**config.mk**
```make
export PLATFORM = sky130hd
export DESIGN_NAME = ttt_cmd_parser
export DESIGN_NICKNAME = d
export VERILOG_FILES = /design/src/rtl/ttt_cmd_pkg.sv /design/src/rtl/ttt_char_class.sv /design/src/rtl/ttt_parse_fsm.sv /design/src/rtl/ttt_cmd_parser.sv
export SDC_FILE = /design/constraint.sdc
export NUM_CORES = 1
export LEC_CHECK = 0
export CORE_ASPECT_RATIO = 1.5
export CORE_UTILIZATION = 25
export CTS_BUF_LIST = sky130_fd_sc_hd__clkbuf_4 sky130_fd_sc_hd__clkbuf_8
export CTS_CLUSTER_SIZE = 12
export DETAILED_ROUTE_END_ITERATION = 12
export PLACE_DENSITY_LB_ADDON = 0.2
export REMOVE_ABC_BUFFERS = 1
export SLEW_MARGIN = 30
export SYNTH_ARGS = -nofsm -noshare
export SYNTH_HDL_FRONTEND = slang
export SYNTH_SLANG_ARGS = --single-unit
```
**constraint.sdc**
```tcl
create_clock -name clk -period 3.5 [get_ports clk]
set_clock_uncertainty 0.05 [all_clocks]
set_input_delay 0.35 -clock clk [delete_from_list [all_inputs] [get_ports clk]]
set_output_delay 0.35 -clock clk [all_outputs]
set_load 0.02 [all_outputs]
```
**src/rtl/ttt_cmd_pkg.sv**
```systemverilog
package ttt_cmd_pkg;

    typedef enum logic [2:0] {
        ST_IDLE = 3'd0,
        ST_ROW  = 3'd1,
        ST_COL  = 3'd2,
        ST_DOT  = 3'd3,
        ST_EOL  = 3'd4
    } parse_state_t;

    typedef enum logic [1:0] {
        CMD_PLACE = 2'd0,
        CMD_MENU  = 2'd1,
        CMD_START = 2'd2,
        CMD_EXIT  = 2'd3
    } cmd_kind_t;

    typedef struct packed {
        logic space;
        logic eol;
        logic dot;
        logic sym_x;
        logic sym_o;
        logic menu;
        logic start;
        logic quit;
        logic digit_ok;
    } char_class_t;

endpackage

```
**src/rtl/ttt_char_class.sv**
```systemverilog
module ttt_char_class
    import ttt_cmd_pkg::*;
#(
    parameter int DATA_W  = 8,
    parameter int BOARD_N = 3,
    localparam int COORD_W = $clog2(BOARD_N + 1)
) (
    input  logic [DATA_W-1:0]  data,
    output char_class_t        cls,
    output logic [COORD_W-1:0] digit
);

    localparam logic [DATA_W-1:0] ZERO_CH = DATA_W'(8'h30);
    localparam logic [DATA_W-1:0] DIG_MIN = DATA_W'(8'h31);
    localparam logic [DATA_W-1:0] DIG_MAX = DATA_W'(8'h30 + BOARD_N);

    logic [DATA_W-1:0] folded;

    always_comb begin
        if (data >= DATA_W'(8'h41) && data <= DATA_W'(8'h5A)) begin
            folded = data | DATA_W'(8'h20);
        end else begin
            folded = data;
        end
    end

    always_comb begin
        cls.space    = (data == DATA_W'(8'h20));
        cls.eol      = (data == DATA_W'(8'h0D)) || (data == DATA_W'(8'h0A));
        cls.dot      = (data == DATA_W'(8'h2E));
        cls.sym_x    = (folded == DATA_W'(8'h78));
        cls.sym_o    = (folded == DATA_W'(8'h6F));
        cls.menu     = (folded == DATA_W'(8'h6D));
        cls.start    = (folded == DATA_W'(8'h73));
        cls.quit     = (folded == DATA_W'(8'h65));
        cls.digit_ok = (data >= DIG_MIN) && (data <= DIG_MAX);
        digit        = COORD_W'(data - ZERO_CH);
    end

endmodule

```
**src/rtl/ttt_parse_fsm.sv**
```systemverilog
module ttt_parse_fsm
    import ttt_cmd_pkg::*;
#(
    parameter int BOARD_N = 3,
    localparam int COORD_W = $clog2(BOARD_N + 1)
) (
    input  logic               clk,
    input  logic               rst,
    input  logic               in_valid,
    input  char_class_t        cls,
    input  logic [COORD_W-1:0] digit,
    output logic               cmd_valid,
    output cmd_kind_t          cmd_type,
    output logic               cmd_symbol,
    output logic [COORD_W-1:0] cmd_row,
    output logic [COORD_W-1:0] cmd_col,
    output logic               cmd_err
);

    parse_state_t       state_q, state_d;
    cmd_kind_t          kind_q, kind_d;
    logic               sym_q, sym_d;
    logic [COORD_W-1:0] row_q, row_d;
    logic [COORD_W-1:0] col_q, col_d;
    logic               fire, fault;

    // Next-state and field capture
    always_comb begin
        state_d = state_q;
        kind_d  = kind_q;
        sym_d   = sym_q;
        row_d   = row_q;
        col_d   = col_q;
        fire    = 1'b0;
        fault   = 1'b0;
        if (in_valid) begin
            unique case (state_q)
                ST_IDLE: begin
                    if (cls.space || cls.eol) begin
                        state_d = ST_IDLE;
                    end else if (cls.sym_x || cls.sym_o) begin
                        kind_d  = CMD_PLACE;
                        sym_d   = cls.sym_o;
                        row_d   = '0;
                        col_d   = '0;
                        state_d = ST_ROW;
                    end else if (cls.menu || cls.start || cls.quit) begin
                        kind_d  = cls.menu ? CMD_MENU : (cls.start ? CMD_START : CMD_EXIT);
                        sym_d   = 1'b0;
                        row_d   = '0;
                        col_d   = '0;
                        state_d = ST_EOL;
                    end else begin
                        fault = 1'b1;
                    end
                end
                ST_ROW: begin
                    if (cls.digit_ok) begin
                        row_d   = digit;
                        state_d = ST_COL;
                    end else if (!cls.space) begin
                        fault   = 1'b1;
                        state_d = ST_IDLE;
                    end
                end
                ST_COL: begin
                    if (cls.digit_ok) begin
                        col_d   = digit;
                        state_d = ST_DOT;
                    end else if (!cls.space) begin
                        fault   = 1'b1;
                        state_d = ST_IDLE;
                    end
                end
                ST_DOT: begin
                    if (cls.dot) begin
                        fire    = 1'b1;
                        state_d = ST_IDLE;
                    end else if (!cls.space) begin
                        fault   = 1'b1;
                        state_d = ST_IDLE;
                    end
                end
                ST_EOL: begin
                    if (cls.eol) begin
                        fire    = 1'b1;
                        state_d = ST_IDLE;
                    end else if (!cls.space) begin
                        fault   = 1'b1;
                        state_d = ST_IDLE;
                    end
                end
                default: begin
                    fault   = 1'b1;
                    state_d = ST_IDLE;
                end
            endcase
        end
    end

    // State register
    always_ff @(posedge clk) begin
        if (rst) begin
            state_q <= ST_IDLE;
            kind_q  <= CMD_PLACE;
            sym_q   <= 1'b0;
            row_q   <= '0;
            col_q   <= '0;
        end else begin
            state_q <= state_d;
            kind_q  <= kind_d;
            sym_q   <= sym_d;
            row_q   <= row_d;
            col_q   <= col_d;
        end
    end

    // Output register
    always_ff @(posedge clk) begin
        if (rst) begin
            cmd_valid  <= 1'b0;
            cmd_err    <= 1'b0;
            cmd_type   <= CMD_PLACE;
            cmd_symbol <= 1'b0;
            cmd_row    <= '0;
            cmd_col    <= '0;
        end else begin
            cmd_valid <= fire;
            cmd_err   <= fault;
            if (fire) begin
                cmd_type   <= kind_q;
                cmd_symbol <= sym_q;
                cmd_row    <= row_q;
                cmd_col    <= col_q;
            end
        end
    end

    assert_idle_hold_R9: assert property (@(posedge clk) disable iff (rst)
        !in_valid |=> ($stable(state_q) && !cmd_valid && !cmd_err));

    assert_strobe_excl_R8: assert property (@(posedge clk) disable iff (rst)
        !(cmd_valid && cmd_err));

    assert_err_to_idle_R7: assert property (@(posedge clk) disable iff (rst)
        cmd_err |-> (state_q == ST_IDLE));

    assert_ctl_fields_R4: assert property (@(posedge clk) disable iff (rst)
        (cmd_valid && cmd_type != CMD_PLACE) |->
            (cmd_symbol == 1'b0 && cmd_row == '0 && cmd_col == '0));

    assert_place_range_R2: assert property (@(posedge clk) disable iff (rst)
        (cmd_valid && cmd_type == CMD_PLACE) |->
            (cmd_row != '0 && cmd_row <= COORD_W'(BOARD_N) &&
             cmd_col != '0 && cmd_col <= COORD_W'(BOARD_N)));

    assert_done_in_idle_R8: assert property (@(posedge clk) disable iff (rst)
        cmd_valid |-> (state_q == ST_IDLE));

endmodule

```
**src/rtl/ttt_cmd_parser.sv**
```systemverilog
module ttt_cmd_parser
    import ttt_cmd_pkg::*;
#(
    parameter int BOARD_N = 3,
    localparam int COORD_W = $clog2(BOARD_N + 1)
) (
    input  logic               clk,
    input  logic               rst,
    input  logic               in_valid,
    input  logic [7:0]         in_data,
    output logic               cmd_valid,
    output logic [1:0]         cmd_type,
    output logic               cmd_symbol,
    output logic [COORD_W-1:0] cmd_row,
    output logic [COORD_W-1:0] cmd_col,
    output logic               cmd_err
);

    char_class_t        cls_w;
    logic [COORD_W-1:0] digit_w;
    cmd_kind_t          kind_w;

    ttt_char_class #(
        .DATA_W  (8),
        .BOARD_N (BOARD_N)
    ) u_class (
        .data  (in_data),
        .cls   (cls_w),
        .digit (digit_w)
    );

    ttt_parse_fsm #(
        .BOARD_N (BOARD_N)
    ) u_fsm (
        .clk        (clk),
        .rst        (rst),
        .in_valid   (in_valid),
        .cls        (cls_w),
        .digit      (digit_w),
        .cmd_valid  (cmd_valid),
        .cmd_type   (kind_w),
        .cmd_symbol (cmd_symbol),
        .cmd_row    (cmd_row),
        .cmd_col    (cmd_col),
        .cmd_err    (cmd_err)
    );

    assign cmd_type = kind_w;

endmodule

```
# After elaboration in Yosys (flattened, before gate mapping)
# Cells that the tools add are included.
# Widths: inputs -> output; s select.
totals:
  regBits: 19
  n_memories: 0
  romBits: 0
  wordCells: 87
  latch_bits: 0
  output_inout_bits: 9
  ram_bits: 0
  input_bits: 11
classes:
  n_eq_ne: 18
  muxes: 34
  n_bitwise: 2
  reduce_logical: 17
  mul: 0
  div: 0
  order_cmp: 4
  shifts: 0
  add_sub_neg: 1
ops:
  columns: ["operator", "count"]
  rows:
  - ["$eq 8x7->1 const B", 5]
  - ["$mux 3", 8]
  - ["$eq 8x4->1 const B", 2]
  - ["$eq 8x6->1 const B", 2]
  - ["$pmux 3 s5", 1]
  - ["$mux 2", 7]
  - ["$mux 1", 13]
  - ["$reduce_and 5->1", 2]
  - ["$ge 8x6->1 const B", 1]
  - ["$ge 8x7->1 const B", 1]
  - ["$le 8x6->1 const B", 1]
  - ["$le 8x7->1 const B", 1]
  - ["$pmux 2 s2", 2]
  - ["$eq 3x2->1 const B", 2]
  - ["$mux 6", 1]
  - ["$ne 2x2->1 const B", 3]
  - ["$reduce_bool 2->1", 3]
  - ["$logic_or 1x1->1", 5]
  - ["$ne 4x1->1 const B", 1]
  - ["$pmux 1 s4", 1]
  - ["$reduce_and 4->1", 1]
  - ["$reduce_or 2->1", 2]
  - ["$eq 3x1->1 const B", 1]
  - ["$eq 3x3->1 const B", 1]
  - ["7 further kinds", 9]

# Depth between registers and ports, before layout
# Gate-level depths: netlist (run 1).
logic_depth:
  depth_word: 10
  ltp_mapped: 6
  mapped_depth_nobuf: 5

# Modules after synthesis
# Synthesis (run 1) repeated with hierarchy kept, for this count alone.
unflattened:
  hier_cells: 126
  hier_area_um2: 1109.8
by_module_without_submodules:
  columns: ["module", "seq_area_each_um2", "area_per_inst_um2", "instances", "cells_each"]
  rows:
  - ["ttt_parse_fsm", 380.4, 938.4, 1, 103]
  - ["ttt_char_class", 0.0, 171.4, 1, 23]

# Least setup slack after synthesis (run 1)
# Ideal clock, no wire load.
synth_path:
  kind: "input to register"
  start: "input in_data[3]"
  end: "register u_fsm.state_q[1]"
  arrival_ns: 1.717
  n_path_buf: 1
  setup_ns: 0.121
  stages: 6
  t_required_ns: 3.329
  slack_ns: 1.612
  path_cell_list: "buf_2 > and3b_1 > o21a_1 > o211a_1 > o31ai_4 > mux2_4"
synth_via:
  elab_chain_len: 8
  word_cells_on_any_way: 31
  classes_between: "order compare: 4; eq/ne: 10; mux: 9; reduce/logical: 8"
synth_rtl:
  columns: ["element", "line", "text"]
  rows:
  - ["from (decl)", "ttt_cmd_parser.sv:10", "input logic [7:0] in_data,"]
  - ["$ge 8x7->1 or $le 8x7->1 (tied branches)", "ttt_char_class.sv:20", "if (data >= DATA_W'(8'h41) && data <= DATA_W'(8'h5A)) begin"]
  - ["$logic_and 1x1->1", "ttt_char_class.sv:20", null]
  - ["$mux 6", "ttt_char_class.sv:20", null]
  - ["$eq 8x7->1 (on tied branches)", null, null]
  - ["$logic_or 1x1->1 (on tied branches)", "ttt_parse_fsm.sv:41, ttt_parse_fsm.sv:47", null]
  - ["$mux 3 or $logic_or 1x1->1 (tied branches)", "ttt_parse_fsm.sv:41, ttt_parse_fsm.sv:47", null]
  - ["$mux 3 or $ne 4x1->1 (tied branches)", null, null]
  - ["$pmux 3 s5 or $reduce_and 2->1 (tied branches)", null, null]
  - ["to (signal assigned)", "ttt_parse_fsm.sv:110", "state_q <= state_d;"]
  - ["to (decl)", "ttt_parse_fsm.sv:20", "parse_state_t state_q, state_d;"]
# Several ways; a longest one is shown, not always the timed one.
# A chain may end at the register's enable or synchronous reset.

# Final worst setup path (run 1)
layout_path:
  start: "input in_data[1]"
  end: "register u_fsm.state_q[2]"
# The elaborated chain is that of the path after synthesis.

==> flow_summary.toml, run 1 <==
[sta]
fmax_mhz = 405
holdWs_ps = 419
slew_violations = 0
hold_viol_final = 0
setup_tns_ps = 0
rsz0062_at_grt = "false"
max-slew-margin-rel_pct = 52.7
period_needed_ps = 2470
setup_viol = 0
fin_crit_sh_pct = 70.6
max_slew.worst_pin.slew_ps = 708

[worst_hold_path]
hp-class = "reg2reg"

[layout]
antenna_cells = 0
fin_nets = 182
multiInputGateArea_um2 = 931
drive_above_1_share_pct = 11.8
design_area_um2 = 1650
syn_to_final_growth_pct = 18.2
regArea_um2 = 380
final_core_util_pct = 30.6
nFillCells = 584

[cts]
cts_tree = "done"
cts_buffers = 3
post_cts_resized = 0
post_cts_buffers = 0
clock_path_buffers = 2
root_buffer = "clkbuf_8"
clkSlewWorstSetupHoldPaths_ps = 70
cts_max_level = 1
cts.hold.buffers_added = 0
cts_num_sinks = 19
clkLatencyLatePin_ps = 250

[global_routing]
met3_usage_pct = 1.10
grtUsageMet2_pct = 22.6
grt_first_pass_wirelength_um = 5560
gr-total-overflow = 0
grt_max_degree = 22
grtUsageMet1_pct = 13.1
antenna_found_initial = 0
grt-busiest-layer = "met2"
grt_pass1_vias = 1144
track_usage_pct = 12.1

[run]
drv_cap = 0

[synthesis]
synth-seq-area-share_pct = 27.2
ys_seq_elements = 19
ys.flop_type = "dfxtp_1"
synth_warnings = 0
synth.avg_cell_area_um2 = 8.85
synthMuxAreaShare_pct = 7.51
yosys.area_share.adder_pct = 0
ys_types = 55
synth_cells = 158
synthXorXnorAreaFrac_pct = 0
synth_top_family_by_area = "simple AND/OR/NAND/NOR gates"
synthSimpleGateAreaFrac_pct = 34.4
synth_edf_count = 0
synth_compound_area_share_pct = 24.6
syn_area_um2 = 1400
synthArstFlopShare_pct = 0

[floorplan]
row_count = 33
die_area_um2 = 5900
die_w_um = 63.1
io_pins = 20
core-area_um2 = 5410
dieHeight_um = 93.6
start_util_pct = 25.9

[status]
status = "completed"

[detailed_routing]
postRouteAntennaNets = 0
drc = 0
routed_wl_um = 3300
drtIter0Drc = 37
drtPass1Iterations = 4
num_vias = 1203
routedWlPerCell_um = 13.7
vias_per_cell = 5.01

[critical_path]
start_kind = "input port"
critPathArrivalTime_ps = 2590
worst-path-max-fanout = 15
path_class = "in2reg"
worstPathRequired_ps = 3620
critPathCaptureType = "register"

[pwr]
irDropWorstVdd_mv = 0.110
p_per_area_nw_per_um2 = 270
cellLeakagePower_nw = 0.566
p_total_uw = 446

[place]
place_congestion = 0.882
hpwlAfterDp_um = 2570
io_buffers = 19
placed_area_um2 = 1600
-- cell usage after synthesis (all sizes together), types with 2 or more instances --
cell type / number / area (um^2)
a211oi: 4 / 35.0
a21oi: 4 / 20.0
and4: 2 / 17.5
buf: 7 / 56.3
clkbuf: 4 / 16.3
dfxtp: 19 / 380
inv: 4 / 15.0
mux2i: 9 / 90.1
nand2: 14 / 52.6
nand2b: 7 / 43.8
nand3: 5 / 25.0
nand3b: 5 / 37.5
nor2: 16 / 60.1
nor2b: 2 / 12.5
nor3: 6 / 35.0
nor4: 4 / 40.0
o2111ai: 4 / 41.3
o211ai: 2 / 15.0
o21a: 2 / 15.0
o21ai: 7 / 46.3
o32ai: 2 / 36.3
or2: 4 / 32.5
or3b: 4 / 35.0
-- flip-flops by register name, indices dropped and copies added (netlist names) --
register,cells
u_fsm.cmd_type,2
u_fsm.cmd_col,2
u_fsm.cmd_err,1
u_fsm.state_q,3
u_fsm.row_q,2
u_fsm.cmd_row,2
u_fsm.sym_q,1
u_fsm.cmd_symbol,1
u_fsm.col_q,2
u_fsm.cmd_valid,1
u_fsm.kind_q,2
-- area by class of cell --
cell class              count  area share [%]
clock buffers               4            2.95
inverters                   4           0.908
multi-input cells         124            56.3
flip-flops and latches     19            23.0
well taps                  70            5.30
repair buffers             19            11.5
-- metrics by stage --
stage               cells  setup slack, ps
floorplan             147             1700
global placement      236              784
detailed placement    236              753
CTS                   240             1030
global route          240              884
finish                240             1030
-- logic make-up (layout without fill, tap and decap cells) --
family | count (synthesis) | count (layout)
muxes | 10 | 10
DFF | 19 | 19
and+or+nand+nor | 79 | 79
buffers and inverters | 15 | 27
AOI/OAI and AO/OA | 35 | 35
-- layer usage --
layer / part of all wire [%] / vias to the layer above
met5: 0 / -
met4: 3.2 / 0
met3: 2.4 / 8
met2: 53 / 29
met1: 41 / 557
li1: - / 609
-- placed cells by master (no fill, tap or decap), types with 5 or more instances in the layout --
cell type / count
clkdlybuf4s50_1: 19
dfxtp_1: 19
nor2_1: 16
nand2_1: 14
mux2i_1: 9
nand2b_1: 7
nand3b_1: 5
nor3_1: 5
nand3_1: 5
-- worst max-delay path: stages --
cell and delay (ps):
clkdlybuf4s50_1 700, or2_4 400, o32ai_4 360, o2111ai_2 180, or3b_1 450, a21oi_1 160
-- path summary, 6_finish.rpt --
| kind | from | endpoint | slack, ps | cells past startpoint |
|---|---|---|---|---|
| max | in_data[1] | u_fsm.state_q[2] | 1030 | 6 |
| min reg2reg | u_fsm.row_q[1] | u_fsm.row_q[1] | 420 | 2 |
| min | u_fsm.row_q[1] | u_fsm.row_q[1] | 420 | 2 |
| max reg2reg | u_fsm.state_q[2] | u_fsm.cmd_col[1] | 1460 | 5 |
-- power by group --
| group | internal [mW] | total [mW] | leakage (nW) | switching [mW] |
|---|---|---|---|---|
| logic | 0.0292 | 0.0699 | 0.387 | 0.0406 |
| registers | 0.217 | 0.218 | 0.153 | 0.000831 |
| clock network | 0.0886 | 0.158 | 0.0262 | 0.0690 |
| total | 0.335 | 0.446 | 0.566 | 0.110 |
(Power assumes the default switching activity.)
==> inputs of run 2 (changes only) <==
- clock period: 3.5 -> 2.6 ns (I/O delays scaled with it)
==> flow_summary.toml, run 2 (synthesis gave the netlist of run 1 again) <==
[status]
status = "completed"

[pwr]
p_per_area_nw_per_um2 = 347
irDropWorstVdd_mv = 0.133
cellLeakagePower_nw = 0.629
p_total_uw = 607

[cts]
clkLatencyLatePin_ps = 260
clock_path_buffers = 2
clkSlewWorstSetupHoldPaths_ps = 70
post_cts_resized = 0
cts_num_sinks = 19
cts_tree = "done"
cts_max_level = 1
cts_buffers = 3
cts.hold.buffers_added = 0
post_cts_buffers = 0
root_buffer = "clkbuf_8"

[layout]
antenna_cells = 0
drive_above_1_share_pct = 18.0
multiInputGateArea_um2 = 931
largest_reg_flops = 3
final_cell_mix = "19 x clkdlybuf4s50_1, 19 x dfxtp_1, 16 x nor2_1, 14 x nand2_1, 13 x buf_4"
syn_to_final_growth_pct = 25.0
fin_nets = 195
top_register = "u_fsm.state_q"
regArea_um2 = 380
nFillCells = 582

[critical_path]
crit_family = "buffers and inverters"
critPathCaptureType = "register"
critPathArrivalTime_ps = 2340
critPathMaxStageDelay_ps = 740
worst-path-max-fanout = 12
worstPathRequired_ps = 2690
cp_num_buf_inv = 2
slowest_stage = "clkdlybuf4s50_1"
start_kind = "input port"
cp_cell_sequence = "clkdlybuf4s50_1, buf_4, nand3b_1, a211oi_2, or2_4, o31ai_4, mux2_4"
path_class = "in2reg"

[place]
io_buffers = 19
preCtsSetupSlack_ps = 73.2
hpwlAfterDp_um = 3050
place_congestion = 0.869

[sta]
period_needed_ps = 2250
fmax_mhz = 445
slew_violations = 0
holdWs_ps = 418
fin_crit_sh_pct = 86.5
hold_viol_final = 0
max-slew-margin-rel_pct = 70.8
setup_tns_ps = 0
rsz0062_at_grt = "false"
setup_viol = 0
max_slew.worst_pin.slew_ps = 436
worst_slack_ps = 352

[detailed_routing]
routedWlPerCell_um = 14.3
routed_wl_um = 3620
drtIter0Drc = 55
num_vias = 1245
drc = 0
postRouteAntennaNets = 0
drtPass1Iterations = 4
vias_per_cell = 4.92

[floorplan]
dieHeight_um = 93.6
row_count = 33
core-area_um2 = 5410
die_area_um2 = 5900
io_pins = 20
start_util_pct = 25.9
die_w_um = 63.1

[global_routing]
grt_pass1_vias = 1264
grt_max_degree = 15
gr-total-overflow = 0
antenna_found_initial = 0
met3_usage_pct = 0.732
grtUsageMet1_pct = 13.6
track_usage_pct = 13.2
grt-busiest-layer = "met2"
grtUsageMet2_pct = 25.8
grt_first_pass_wirelength_um = 6070

[run]
drv_cap = 0

[worst_hold_path]
hp-class = "reg2reg"
==> run 2: tightest hold or removal path: stages (launching register included) <==
cell and delay (ps):
dfxtp_1 310, nand2b_1 60, o21ai_1 50
==> run 2: path summary, 6_finish.rpt <==
kind,from,to,slack (ps),depth (start not counted)
setup / recovery,in_data[1],u_fsm.state_q[1],350,7
setup reg to reg,u_fsm.state_q[1],u_fsm.cmd_symbol,660,5
hold / removal,u_fsm.row_q[1],u_fsm.row_q[1],420,2
hold reg to reg,u_fsm.row_q[1],u_fsm.row_q[1],420,2
==> run 2: area by class of cell <==
type,instances,area share [%]
multi-input cells,124,53.3
flip-flops and latches,19,21.8
repair buffers,32,16.5
well taps,70,5.01
clock buffers,3,2.36
inverters,4,0.859
clock inverters,1,0.286
==> run 2: stage by stage <==
step / area [um^2] / instances / utilization, %
after floorplan: 1330 / 147 / -
after global placement: 1700 / 249 / 31.5
after detailed placement: 1700 / 249 / 31.5
after CTS: 1750 / 253 / 32.3
after global routing: 1750 / 253 / 32.3
final: 1750 / 253 / 32.3
==> run 2: report_power, final <==
group	internal (mW)	switching (mW)
combinational	0.0506	0.0594
clock	0.107	0.0969
sequential	0.293	0.000595
==> run 2: metal layers <==
metal	up-vias	share of wire (%)	routed length, um
met3	9	1.2	45
met4	0	2.8	100
met1	580	39	1430
li1	633	-	-
met5	-	0	0
met2	23	56	2040
